## src/rtl/ris_pkg.sv

```systemverilog
package ris_pkg;

   typedef enum logic {
      ENC_IDLE,
      ENC_PASS
   } enc_state_e;

   typedef struct packed {
      logic any_wrong;
      logic no_shrink;
      logic at_cap;
   } pass_flags_t;

endpackage

```

## src/rtl/ris_cell_eval.sv

```systemverilog
module ris_cell_eval #(
   parameter int ROWS    = 4,
   parameter int COLS    = 4,
   parameter int COUNT_W = 2,
   localparam int NCELL  = ROWS * COLS
) (
   input  logic [NCELL-1:0]        data,
   input  logic [NCELL-1:0]        smask,
   input  logic [NCELL-1:0]        sval,
   input  logic [ROWS*COUNT_W-1:0] rcnt,
   input  logic [COLS*COUNT_W-1:0] ccnt,
   output logic [NCELL-1:0]        wr_word,
   output logic [NCELL-1:0]        wrong
);

   for (genvar r = 0; r < ROWS; r++) begin : g_row
      for (genvar c = 0; c < COLS; c++) begin : g_col
         localparam int IDX = r * COLS + c;
         logic [COUNT_W-1:0] rc, cc;
         logic inv;
         assign rc = rcnt[r*COUNT_W +: COUNT_W];
         assign cc = ccnt[c*COUNT_W +: COUNT_W];
         if (COUNT_W == 1) begin : g_bit
            assign inv = rc[0] & cc[0];
         end else begin : g_cmp
            assign inv = (rc < cc) ? rc[0] : cc[0];
         end
         assign wr_word[IDX] = data[IDX] ^ inv;
         assign wrong[IDX]   = smask[IDX] & (sval[IDX] != wr_word[IDX]);
      end
   end

endmodule

```

## src/rtl/ris_mesh_reduce.sv

```systemverilog
module ris_mesh_reduce #(
   parameter int ROWS   = 4,
   parameter int COLS   = 4,
   localparam int NCELL = ROWS * COLS
) (
   input  logic [NCELL-1:0] wrong,
   input  logic [ROWS-1:0]  mesh_rows,
   input  logic [COLS-1:0]  mesh_cols,
   output logic [ROWS-1:0]  new_rows,
   output logic [COLS-1:0]  new_cols,
   output logic             any_wrong,
   output logic             no_shrink
);

   logic [ROWS-1:0][COLS-1:0] hit;
   logic [COLS-1:0][ROWS-1:0] hit_t;

   for (genvar r = 0; r < ROWS; r++) begin : g_r
      for (genvar c = 0; c < COLS; c++) begin : g_c
         assign hit[r][c]   = wrong[r*COLS+c] & mesh_rows[r] & mesh_cols[c];
         assign hit_t[c][r] = hit[r][c];
      end
      assign new_rows[r] = |hit[r];
   end

   for (genvar c = 0; c < COLS; c++) begin : g_cr
      assign new_cols[c] = |hit_t[c];
   end

   assign any_wrong = |new_rows;
   assign no_shrink = (new_rows == mesh_rows) && (new_cols == mesh_cols);

endmodule

```

## src/rtl/ris_counter_bank.sv

```systemverilog
module ris_counter_bank #(
   parameter int N_CTR   = 4,
   parameter int COUNT_W = 2
) (
   input  logic                     clk,
   input  logic                     rst_n,
   input  logic                     clr,
   input  logic                     inc,
   input  logic [N_CTR-1:0]         sel,
   output logic [N_CTR*COUNT_W-1:0] cnt_flat,
   output logic                     at_cap
);

   localparam logic [COUNT_W-1:0] CAP = '1;

   logic [N_CTR-1:0] cap_hit;

   for (genvar i = 0; i < N_CTR; i++) begin : g_ctr
      logic [COUNT_W-1:0] cnt_q;
      always_ff @(posedge clk or negedge rst_n) begin
         if (!rst_n)
            cnt_q <= '0;
         else if (clr)
            cnt_q <= '0;
         else if (inc && sel[i])
            cnt_q <= cnt_q + COUNT_W'(1);
      end
      assign cap_hit[i] = sel[i] && (cnt_q == CAP);
      assign cnt_flat[i*COUNT_W +: COUNT_W] = cnt_q;
   end

   assign at_cap = |cap_hit;

endmodule

```

## src/rtl/ris_encoder.sv

```systemverilog
module ris_encoder #(
   parameter int ROWS    = 4,
   parameter int COLS    = 4,
   parameter int COUNT_W = 2,
   localparam int NCELL  = ROWS * COLS
) (
   input  logic                     clk,
   input  logic                     rst_n,
   input  logic                     start,
   input  logic [NCELL-1:0]         data_in,
   input  logic [NCELL-1:0]         stuck_mask,
   input  logic [NCELL-1:0]         stuck_val,
   output logic [NCELL-1:0]         phys_out,
   output logic [ROWS*COUNT_W-1:0]  row_cnt,
   output logic [COLS*COUNT_W-1:0]  col_cnt,
   output logic                     done,
   output logic                     fail
);
   import ris_pkg::*;

   if (ROWS < 2) begin : g_bad_rows
      $error("ris_encoder: ROWS must be at least 2");
   end
   if (COLS < 2) begin : g_bad_cols
      $error("ris_encoder: COLS must be at least 2");
   end
   if (COUNT_W < 1 || COUNT_W > 8) begin : g_bad_cw
      $error("ris_encoder: COUNT_W must be 1..8");
   end

   enc_state_e       state_q;
   logic [NCELL-1:0] data_q, mask_q, val_q, phys_q;
   logic [ROWS-1:0]  mesh_rows_q, new_rows;
   logic [COLS-1:0]  mesh_cols_q, new_cols;
   logic             first_q, done_q, fail_q;
   logic [NCELL-1:0] wr_word, wrong;
   logic             row_cap, col_cap;
   pass_flags_t      pf;
   logic             accept, halt_bad, inc_en;

   ris_cell_eval #(.ROWS(ROWS), .COLS(COLS), .COUNT_W(COUNT_W)) u_eval (
      .data   (data_q),
      .smask  (mask_q),
      .sval   (val_q),
      .rcnt   (row_cnt),
      .ccnt   (col_cnt),
      .wr_word(wr_word),
      .wrong  (wrong)
   );

   ris_mesh_reduce #(.ROWS(ROWS), .COLS(COLS)) u_mesh (
      .wrong    (wrong),
      .mesh_rows(mesh_rows_q),
      .mesh_cols(mesh_cols_q),
      .new_rows (new_rows),
      .new_cols (new_cols),
      .any_wrong(pf.any_wrong),
      .no_shrink(pf.no_shrink)
   );

   assign accept   = (state_q == ENC_IDLE) && start;
   assign pf.at_cap = row_cap | col_cap;
   assign halt_bad = (!first_q && pf.no_shrink) || pf.at_cap;
   assign inc_en   = (state_q == ENC_PASS) && pf.any_wrong && !halt_bad;

   ris_counter_bank #(.N_CTR(ROWS), .COUNT_W(COUNT_W)) u_rows (
      .clk     (clk),
      .rst_n   (rst_n),
      .clr     (accept),
      .inc     (inc_en),
      .sel     (new_rows),
      .cnt_flat(row_cnt),
      .at_cap  (row_cap)
   );

   ris_counter_bank #(.N_CTR(COLS), .COUNT_W(COUNT_W)) u_cols (
      .clk     (clk),
      .rst_n   (rst_n),
      .clr     (accept),
      .inc     (inc_en),
      .sel     (new_cols),
      .cnt_flat(col_cnt),
      .at_cap  (col_cap)
   );

   always_ff @(posedge clk or negedge rst_n) begin
      if (!rst_n) begin
         state_q     <= ENC_IDLE;
         data_q      <= '0;
         mask_q      <= '0;
         val_q       <= '0;
         phys_q      <= '0;
         mesh_rows_q <= '0;
         mesh_cols_q <= '0;
         first_q     <= 1'b0;
         done_q      <= 1'b0;
         fail_q      <= 1'b0;
      end else begin
         done_q <= 1'b0;
         unique case (state_q)
            ENC_IDLE: begin
               if (start) begin
                  data_q      <= data_in;
                  mask_q      <= stuck_mask;
                  val_q       <= stuck_val;
                  mesh_rows_q <= '1;
                  mesh_cols_q <= '1;
                  first_q     <= 1'b1;
                  fail_q      <= 1'b0;
                  state_q     <= ENC_PASS;
               end
            end
            ENC_PASS: begin
               if (!pf.any_wrong || halt_bad) begin
                  done_q  <= 1'b1;
                  fail_q  <= pf.any_wrong;
                  phys_q  <= wr_word;
                  state_q <= ENC_IDLE;
               end else begin
                  mesh_rows_q <= new_rows;
                  mesh_cols_q <= new_cols;
                  first_q     <= 1'b0;
               end
            end
            default: state_q <= ENC_IDLE;
         endcase
      end
   end

   assign phys_out = phys_q;
   assign done     = done_q;
   assign fail     = fail_q;

endmodule

```

## config.mk

```make
export PLATFORM = sky130hd
export DESIGN_NAME = ris_encoder
export DESIGN_NICKNAME = d
export VERILOG_FILES = /design/src/rtl/ris_pkg.sv /design/src/rtl/ris_cell_eval.sv /design/src/rtl/ris_mesh_reduce.sv /design/src/rtl/ris_counter_bank.sv /design/src/rtl/ris_encoder.sv
export SDC_FILE = /design/constraint.sdc
export NUM_CORES = 1
export LEC_CHECK = 0
export BUFFER_PORTS_ARGS = -buffer_cell sky130_fd_sc_hd__buf_2
export CORE_MARGIN = 2
export CORE_UTILIZATION = 50
export DETAILED_ROUTE_END_ITERATION = 10
export GPL_TIMING_DRIVEN = 0
export PLACE_DENSITY = 0.72
export SYNTH_ARGS = -nofsm -noshare
export SYNTH_HDL_FRONTEND = slang
export SYNTH_SLANG_ARGS = --single-unit
```

## constraint.sdc

```tcl
create_clock -name clk -period 7.9 [get_ports clk]
set_input_delay 1.58 -clock clk [delete_from_list [all_inputs] [get_ports clk]]
set_output_delay 1.58 -clock clk [all_outputs]
set_load 0.005 [all_outputs]
```

==> flow_summary.toml, run 1 <==
[setup_path]
crit_required_ns = 8.16
critPathKind = "reg -> reg"
critPathLaunchType = "flip-flop"
cp_max_fo = 10
r2r_start = "u_cols.g_ctr[1].cnt_q[1]"
ff2ff_setup_slack_ns = 4.22
cp_data_arrival_time_ns = 3.93
r2r_end = "phys_out[7]"
endpoint_kind = "flip-flop"
reg2reg_depth = 12

[floorplanning]
start_util_pct = 51.8
die-area_mm2 = 0.0110
ioPinCount = 85
rows = 36
die_w_um = 105
die_h_um = 105
coreArea_mm2 = 0.00982

[global_route]
grt_pass1_wl_um = 22300
grt_pass1_vias = 4240
antenna_found_initial = 0
grt_use_met1_pct = 35.6
use_met3_pct = 4.93
met2_usage_pct = 42.5
overflow = 0
top_usage_layer = "met2"
grt_max_degree = 56
grtUsageTotal_pct = 26.6

[clocking]
postCtsResizedCells = 0
cts.clk_slew.worst_paths_ns = 0.09
numClockSinks = 92
numCtsBuffers = 9
clock_path_buffers = 2
insertion_delay_ns = 0.38
cts_setup_buffers = 0
cts_tree = "built"
htree_levels = 3
hold_buffers = 0
cts-root-buf = "clkbuf_8"

[outcome]
status = "finished, final reports clean"

[synthesis]
avgSynthCellArea_um2 = 9.24
synth_area_leaders = "dfrtp_1, nand2_1, ha_1, xnor2_1, mux2_1"
syn-cell-area_mm2 = 0.00509
synth_nets = 626
synth_seq_cells = 92
syn_inst = 551
synth-edff-count = 0
synth_top_area_share_pct = 45.2
ys_seq_area_share_pct = 45.2
synthFlopType = "dfrtp_1"
yosysTopAreaCell = "dfrtp_1"
async_flop_share_pct = 100
synth.distinct_cells = 39
yosys_warnings = 0

[sta]
period_needed_ns = 3.68
tns_ns = 0
max_freq_mhz = 272
tightest_slew_ns = 0.786
hold_viol = 0
rsz0062_at_grt = "false"
fin_skew_ns = 0.0141
slew_headroom_pct = 47.1
min_period_over_period_pct = 46.5
setup_violations = 0
drv_slew = 0

[final_layout]
nets = 722
area_growth_pct = 15.3
finalNonFillerCells = 785
n_fill_cell = 910
final_util_pct = 59.8
drive_above_1_share_pct = 16.4
diodes = 0

[drt]
routed_wl_um = 13700
drt_first_pass_iters = 4
ant_nets = 0
via_count = 4215
drtIter0Drc = 167
drc_errors = 0
viasPerCell = 5.37
wl_per_cell_um = 17.5

[pwr]
pwr_density_cell_mw_per_mm2 = 415
p_leak_nw = 3.00
p_total_mw = 2.44
peakVddDrop_mv = 0.214

[worst_hold_path]
hold_depth = 2
hold-path-endpoint = "mask_q[10]"
holdCritStartpoint = "mask_q[10]"
min_path_type = "reg -> reg"

[placement]
numPortBuffers = 84
place_congestion = 0.944
hpwl_um = 10400
post-place-cells = 769

[run]
cap_violations = 0
==> critical path, stage by stage, from the launching register on <==
cell	delay (ns)
dfrtp_1	0.43
inv_1	0.24
ha_1	0.29
o21bai_1	0.20
a21oi_1	0.09
o21a_1	0.25
nor4_1	0.72
a222oi_1	0.17
nand3_1	0.14
o21ai_1	0.12
o21ai_4	0.35
buf_6	0.23
mux2_1	0.34
==> final cells by class <==
class | instances | area [um2] | area share, %
multi-input cells | 428 | 2660 | 45.3
flip-flops and latches | 92 | 2300 | 39.2
repair buffers | 85 | 450 | 7.67
well taps | 133 | 166 | 2.84
clock buffers | 14 | 153 | 2.60
plain buffers | 17 | 73.8 | 1.26
inverters | 14 | 52.6 | 0.895
clock inverters | 2 | 10.0 | 0.171
==> metal layers <==
| layer | routed length [um] | vias up | part of all wire, % |
|---|---|---|---|
| li1 | - | 2058 | - |
| met5 | 0 | - | 0 |
| met3 | 740 | 26 | 5.4 |
| met2 | 6350 | 125 | 46 |
| met1 | 6160 | 2006 | 45 |
| met4 | 453 | 0 | 3.3 |
==> registers in the layout, summed over array words and instances (netlist names) <==
| register | flops |
|---|---|
| data_q | 16 |
| mask_q | 16 |
| phys_out | 16 |
| val_q | 16 |
| u_cols.g_ctr.cnt_q | 8 |
| u_rows.g_ctr.cnt_q | 8 |
| mesh_cols_q | 4 |
| mesh_rows_q | 4 |
| done | 1 |
| fail | 1 |
| first_q | 1 |
| state_q | 1 |
==> stage by stage <==
stage                     worst slack [ns]  hold WS [ns]  instance area (um2)
after floorplan                       4.99         0.437                 5090
after global placement                4.27         0.456                 5680
after detailed placement              4.29         0.462                 5710
after CTS                             4.27         0.482                 5870
after global routing                  3.96         0.499                 5870
final                                 4.22         0.474                 5870
==> where the power goes <==
group | switching [mW] | internal (mW) | total (mW)
Sequential | 0.204 | 0.690 | 0.894
Combinational | 0.710 | 0.544 | 1.25
Clock | 0.165 | 0.123 | 0.288
==> cell families after synthesis <==
logic type	Yosys count	synth area share, %
simple gates	261	23.4
compound gates	84	11.8
xor+xnor	32	5.51
flops	92	45.2
fa+ha+maj	24	5.90
buf+inv	31	2.48
mux	27	5.75
==> layout by cell type, fill, tap and decap left out, types with 3 or more instances in the layout <==
| master | count |
|---|---|
| nand2_1 | 177 |
| dfrtp_1 | 92 |
| buf_2 | 85 |
| xnor2_1 | 32 |
| and3_1 | 32 |
| ha_1 | 24 |
| o21bai_1 | 21 |
| nor2_1 | 21 |
| mux2_1 | 18 |
| clkbuf_1 | 17 |
| or2_1 | 16 |
| a21oi_1 | 16 |
| o21a_1 | 16 |
| inv_1 | 13 |
| clkbuf_8 | 10 |
| mux2i_1 | 9 |
| o41ai_1 | 6 |
| nor4_1 | 4 |
| a22oi_1 | 4 |
| o21ai_1 | 4 |
| o211ai_1 | 4 |
| nor4_4 | 3 |
| o21ai_0 | 3 |
==> cell usage after synthesis (2+ instances only) <==
cell and n:
nor4_4 3, ha_1 24, xnor2_1 32, inv_1 13
o2111ai_1 2, mux2i_1 9, nand2_1 177, o311ai_0 2
o21ai_0 3, clkbuf_1 13, o41ai_1 6, or3_1 2
buf_2 2, and3_1 32, or2_1 16, a22oi_1 4
o21bai_1 21, dfrtp_1 92, o31ai_1 2, nor4_1 4
o211ai_1 4, o21a_1 16, nor2_1 21, a21oi_1 16
mux2_1 18, o21ai_1 4
==> how the worst max path moves through the flow <==
| stage | slack [ns] | from | endpoint | depth (start not counted) |
|---|---|---|---|---|
| finish | 4.22 | u_cols.g_ctr[1].cnt_q[1] | phys_out[7] | 12 |
| global route | 3.96 | u_cols.g_ctr[1].cnt_q[1] | phys_out[8] | 12 |
| CTS | 4.27 | u_cols.g_ctr[1].cnt_q[1] | phys_out[7] | 12 |
| detailed placement | 4.29 | u_cols.g_ctr[1].cnt_q[1] | phys_out[7] | 12 |
| global placement | 4.27 | u_cols.g_ctr[1].cnt_q[1] | phys_out[10] | 12 |
| floorplan | 4.99 | u_rows.g_ctr[3].cnt_q[1] | phys_out[10] | 11 |
(Power assumes the default switching activity.)
==> run 2: changes to the inputs <==
==> constraint.sdc (replaced) <==
create_clock -name clk -period 3.7 [get_ports clk]
set_input_delay 0.74 -clock clk [delete_from_list [all_inputs] [get_ports clk]]
set_output_delay 0.74 -clock clk [all_outputs]
set_load 0.005 [all_outputs]
==> flow_summary.toml, run 2 (synthesized netlist as in run 1, its figures left out) <==
[pwr]
p_leak_nw = 3.04
pwr_density_cell_mw_per_mm2 = 901
p_total_mw = 5.35
peakVddDrop_mv = 0.473

[sta]
hold_viol = 0
fin_skew_ns = 0.0137
drv_slew = 0
holdWs_ns = 0.319
max_freq_mhz = 286
min_period_over_period_pct = 94.4
slew_headroom_pct = 58.6
period_needed_ns = 3.49
fin_ws_ns = 0.209
tightest_slew_ns = 0.622
setup_violations = 0

[floorplanning]
start_util_pct = 51.8
coreArea_mm2 = 0.00982
ioPinCount = 85
die_h_um = 105
die_w_um = 105
die-area_mm2 = 0.0110
rows = 36

[drt]
ant_nets = 0
drt_first_pass_iters = 4
via_count = 4232
routed_wl_um = 13800
drc_errors = 0
drtIter0Drc = 145
wl_per_cell_um = 17.5
viasPerCell = 5.35

[placement]
place_congestion = 0.944
numPortBuffers = 84
dp_slack_ns = 0.0874
hpwl_um = 10400
placed_cell_area_mm2 = 0.00571

[setup_path]
cp-startpoint = "u_rows.g_ctr[3].cnt_q[1]"
critPathLaunchType = "flip-flop"
cp_data_arrival_time_ns = 3.76
cp_max_fo = 10
endpoint_kind = "flip-flop"
critPathKind = "reg -> reg"
crit_required_ns = 3.97
ff2ff_setup_slack_ns = 0.21
r2r_start = "u_rows.g_ctr[3].cnt_q[1]"

[global_route]
grt_pass1_vias = 4240
grt_pass1_wl_um = 22300
overflow = 0
grt_max_degree = 56
grtUsageTotal_pct = 26.6
antenna_found_initial = 0

[run]
cap_violations = 0

[final_layout]
nets = 728
final_util_pct = 60.5
fin_area_mm2 = 0.00594
diodes = 0
area_growth_pct = 16.7
layout_common_cells = "nand2_1, dfrtp_1, buf_2"
layout_commonest_cell = "nand2_1"
drive_above_1_share_pct = 17.8

[outcome]
status = "finished, final reports clean"

[clocking]
htree_levels = 3
cts.clk_slew.worst_paths_ns = 0.09
numCtsBuffers = 9
cts_tree = "built"
insertion_delay_ns = 0.39
hold_buffers = 0
clock_path_buffers = 2
numClockSinks = 92
cts-root-buf = "clkbuf_8"

[worst_hold_path]
min_path_type = "in -> async"
-- run 2: what timing repair did --
item                       CTS  global route
setup endpoints to repair    0            31
buffers inserted             0             6
resized for setup            0             5
-- run 2: area by class of cell --
cell class,count,area (um2)
Clock buffer,14,153
Timing Repair Buffer,91,495
Tap cell,133,166
Clock inverter,2,10.0
Buffer,17,73.8
Sequential cell,92,2300
Multi-Input combinational cell,428,2690
Fill cell,906,3880
Inverter,14,52.6
-- run 2: critical path, stage by stage, from the launching register on --
cell and delay, ns:
dfrtp_1 0.56, ha_1 0.29, or2_1 0.23, and3_1 0.17, o21a_1 0.25, nor4_4 0.51
o2111ai_1 0.21, nor2_1 0.12, o21ai_1 0.13, o21ai_4 0.33, buf_6 0.22, mux2_1 0.34
-- run 2: final timing paths --
path	endpoint	cells after the start
worst min register to register	mask_q[10]	2
worst min-delay path	u_cols.g_ctr[3].cnt_q[1]	1
worst max-delay path	phys_out[7]	11
min in group clk	mask_q[10]	2
worst max register to register	phys_out[7]	11
max in group asynchronous	val_q[8]	2
-- run 2: metal layers --
metal  GRT usage (%)  vias to the layer above  wire length (um)
met5               0                        -                 0
met2            42.5                      115              6440
li1                -                     2074                 -
met4            11.1                        0               342
met3            4.93                       17               753
met1            35.6                     2026              6320
-- run 2: metrics by stage --
stage | instances | TNS [ns]
2_1_floorplan | 551 | 0
3_3_place_gp | 768 | 0
3_5_place_dp | 769 | 0
4_1_cts | 785 | 0
5_1_grt | 791 | -0.0477
6_report | 791 | 0
-- run 2: power breakdown --
| group | total, mW | internal [mW] | switching (mW) |
|---|---|---|---|
| sequential | 1.91 | 1.47 | 0.435 |
| combinational | 2.82 | 1.26 | 1.56 |
| clock | 0.621 | 0.262 | 0.359 |
| total | 5.35 | 3.00 | 2.35 |
==> run 3: changes to the inputs <==
--- a/config.mk
+++ b/config.mk
@@ -11,6 +11,7 @@
 export DETAILED_ROUTE_END_ITERATION = 10
 export GPL_TIMING_DRIVEN = 0
 export PLACE_DENSITY = 0.72
+export REMOVE_ABC_BUFFERS = 1
 export SYNTH_ARGS = -nofsm -noshare
 export SYNTH_HDL_FRONTEND = slang
 export SYNTH_SLANG_ARGS = --single-unit
==> flow_summary.toml, run 3 (synthesized netlist as in run 1, its figures left out) <==
[outcome]
status = "finished, final reports clean"

[final_layout]
area_growth_pct = 16.8
drive_above_1_share_pct = 18.3
nets = 709
final_util_pct = 60.5
layout_commonest_cell = "nand2_1"
finalNonFillerCells = 772
n_fill_cell = 899
diodes = 0
fin_area_mm2 = 0.00594
layout_common_cells = "nand2_1, dfrtp_1, buf_2"

[run]
cap_violations = 0

[global_route]
grt_pass1_wl_um = 20400
overflow = 0
grt_max_degree = 48
antenna_found_initial = 0
grt_pass1_vias = 4119
grtUsageTotal_pct = 23.1

[floorplanning]
start_util_pct = 51.8
ioPinCount = 85
coreArea_mm2 = 0.00982
die-area_mm2 = 0.0110
die_h_um = 105
die_w_um = 105
rows = 36

[sta]
tightest_slew_ns = 0.706
setup_violations = 0
fin_skew_ns = 0.0116
period_needed_ns = 3.54
holdWs_ns = 0.374
fin_ws_ns = 0.163
drv_slew = 0
hold_viol = 0
slew_headroom_pct = 52.5
min_period_over_period_pct = 95.6
rsz0062_at_grt = "false"
max_freq_mhz = 283

[clocking]
cts_tree = "built"
cts.clk_slew.worst_paths_ns = 0.09
htree_levels = 3
cts-root-buf = "clkbuf_8"
numClockSinks = 92
hold_buffers = 0
clock_path_buffers = 2
insertion_delay_ns = 0.37
numCtsBuffers = 9

[pwr]
seqPwrFrac_pct = 36.1
p_int_mw = 3.05
combPwrFrac_pct = 50.5
p_leak_nw = 3.05
p_sw_share_pct = 42.9
peakVddDrop_mv = 0.404
pwr_density_cell_mw_per_mm2 = 898
p_sw_mw = 2.29
p_clk_share_pct = 13.3

[drt]
drtIter0Drc = 266
viasPerCell = 5.46
ant_nets = 0
drt_first_pass_iters = 6
drc_errors = 0
routed_wl_um = 12200
via_count = 4215
wl_per_cell_um = 15.8

[setup_path]
cp_max_fo = 11
ff2ff_setup_slack_ns = 0.16
endpoint_kind = "flip-flop"
r2r_start = "u_cols.g_ctr[1].cnt_q[1]"
cp_data_arrival_time_ns = 3.79
cp-startpoint = "u_cols.g_ctr[1].cnt_q[1]"
crit_required_ns = 3.95
critPathLaunchType = "flip-flop"
critPathKind = "reg -> reg"

[worst_hold_path]
min_path_type = "in -> async"

[placement]
placed_cell_area_mm2 = 0.00568
place_congestion = 0.874
post-place-cells = 754
numPortBuffers = 84
hpwl_um = 8510
dp_slack_ns = -0.106
run 3: critical path, cell delays in order, from the launching register on:
cell,delay (ns)
dfrtp_1,0.42
inv_1,0.21
ha_1,0.28
o21bai_1,0.21
a21oi_1,0.09
o21a_1,0.26
nor4_1,0.66
a222oi_1,0.17
nand3_1,0.19
o21ai_2,0.18
o21ai_4,0.26
buf_12,0.18
mux2_1,0.33
run 3: metrics by stage:
step	total power [mW]	TNS (ns)
floorplan	3.68	0
global placement	4.34	-32.19
detailed placement	4.48	-1.44
CTS	5.33	0
global route	5.77	0
finish	5.34	0
run 3: final timing paths:
path | end | cells after the start
max reg2reg | phys_out[7] | 12
max | phys_out[7] | 12
min | phys_out[5] | 1
min reg2reg | mask_q[4] | 2
max in group asynchronous | u_cols.g_ctr[2].cnt_q[0] | 2
min in group clk | mask_q[4] | 2
run 3: power groups by stage:
stage	combinational, mW	sequential [mW]	clock, mW
6_report	2.70	1.93	0.712
5_1_grt	3.00	1.99	0.777
3_5_place_dp	2.54	1.94	0
2_1_floorplan	1.87	1.81	0
4_1_cts	2.67	1.92	0.734
3_3_place_gp	2.43	1.91	0
run 3: timing repair:
item | CTS | global route
gates resized for setup | 0 | 3
endpoints found under the setup margin | 16 | 33
pin swaps | 1 | 0
buffers inserted | 2 | 0
run 3: area by class of cell:
type	count	area, um2	share of cell area [%]
repair buffers	89	531	8.92
well taps	133	166	2.80
clock buffers	10	138	2.32
flip-flops and latches	92	2300	38.7
multi-input cells	428	2690	45.2
inverters	14	52.6	0.884
clock inverters	6	70.1	1.18
run 3: per-layer routing:
metal / global-route usage (%) / wire length (um) / vias up
li1: - / - / 2035
met1: 30.4 / 5180 / 1979
met2: 37.7 / 5790 / 173
met3: 5.30 / 936 / 28
met4: 7.90 / 257 / 0
met5: 0 / 0 / -
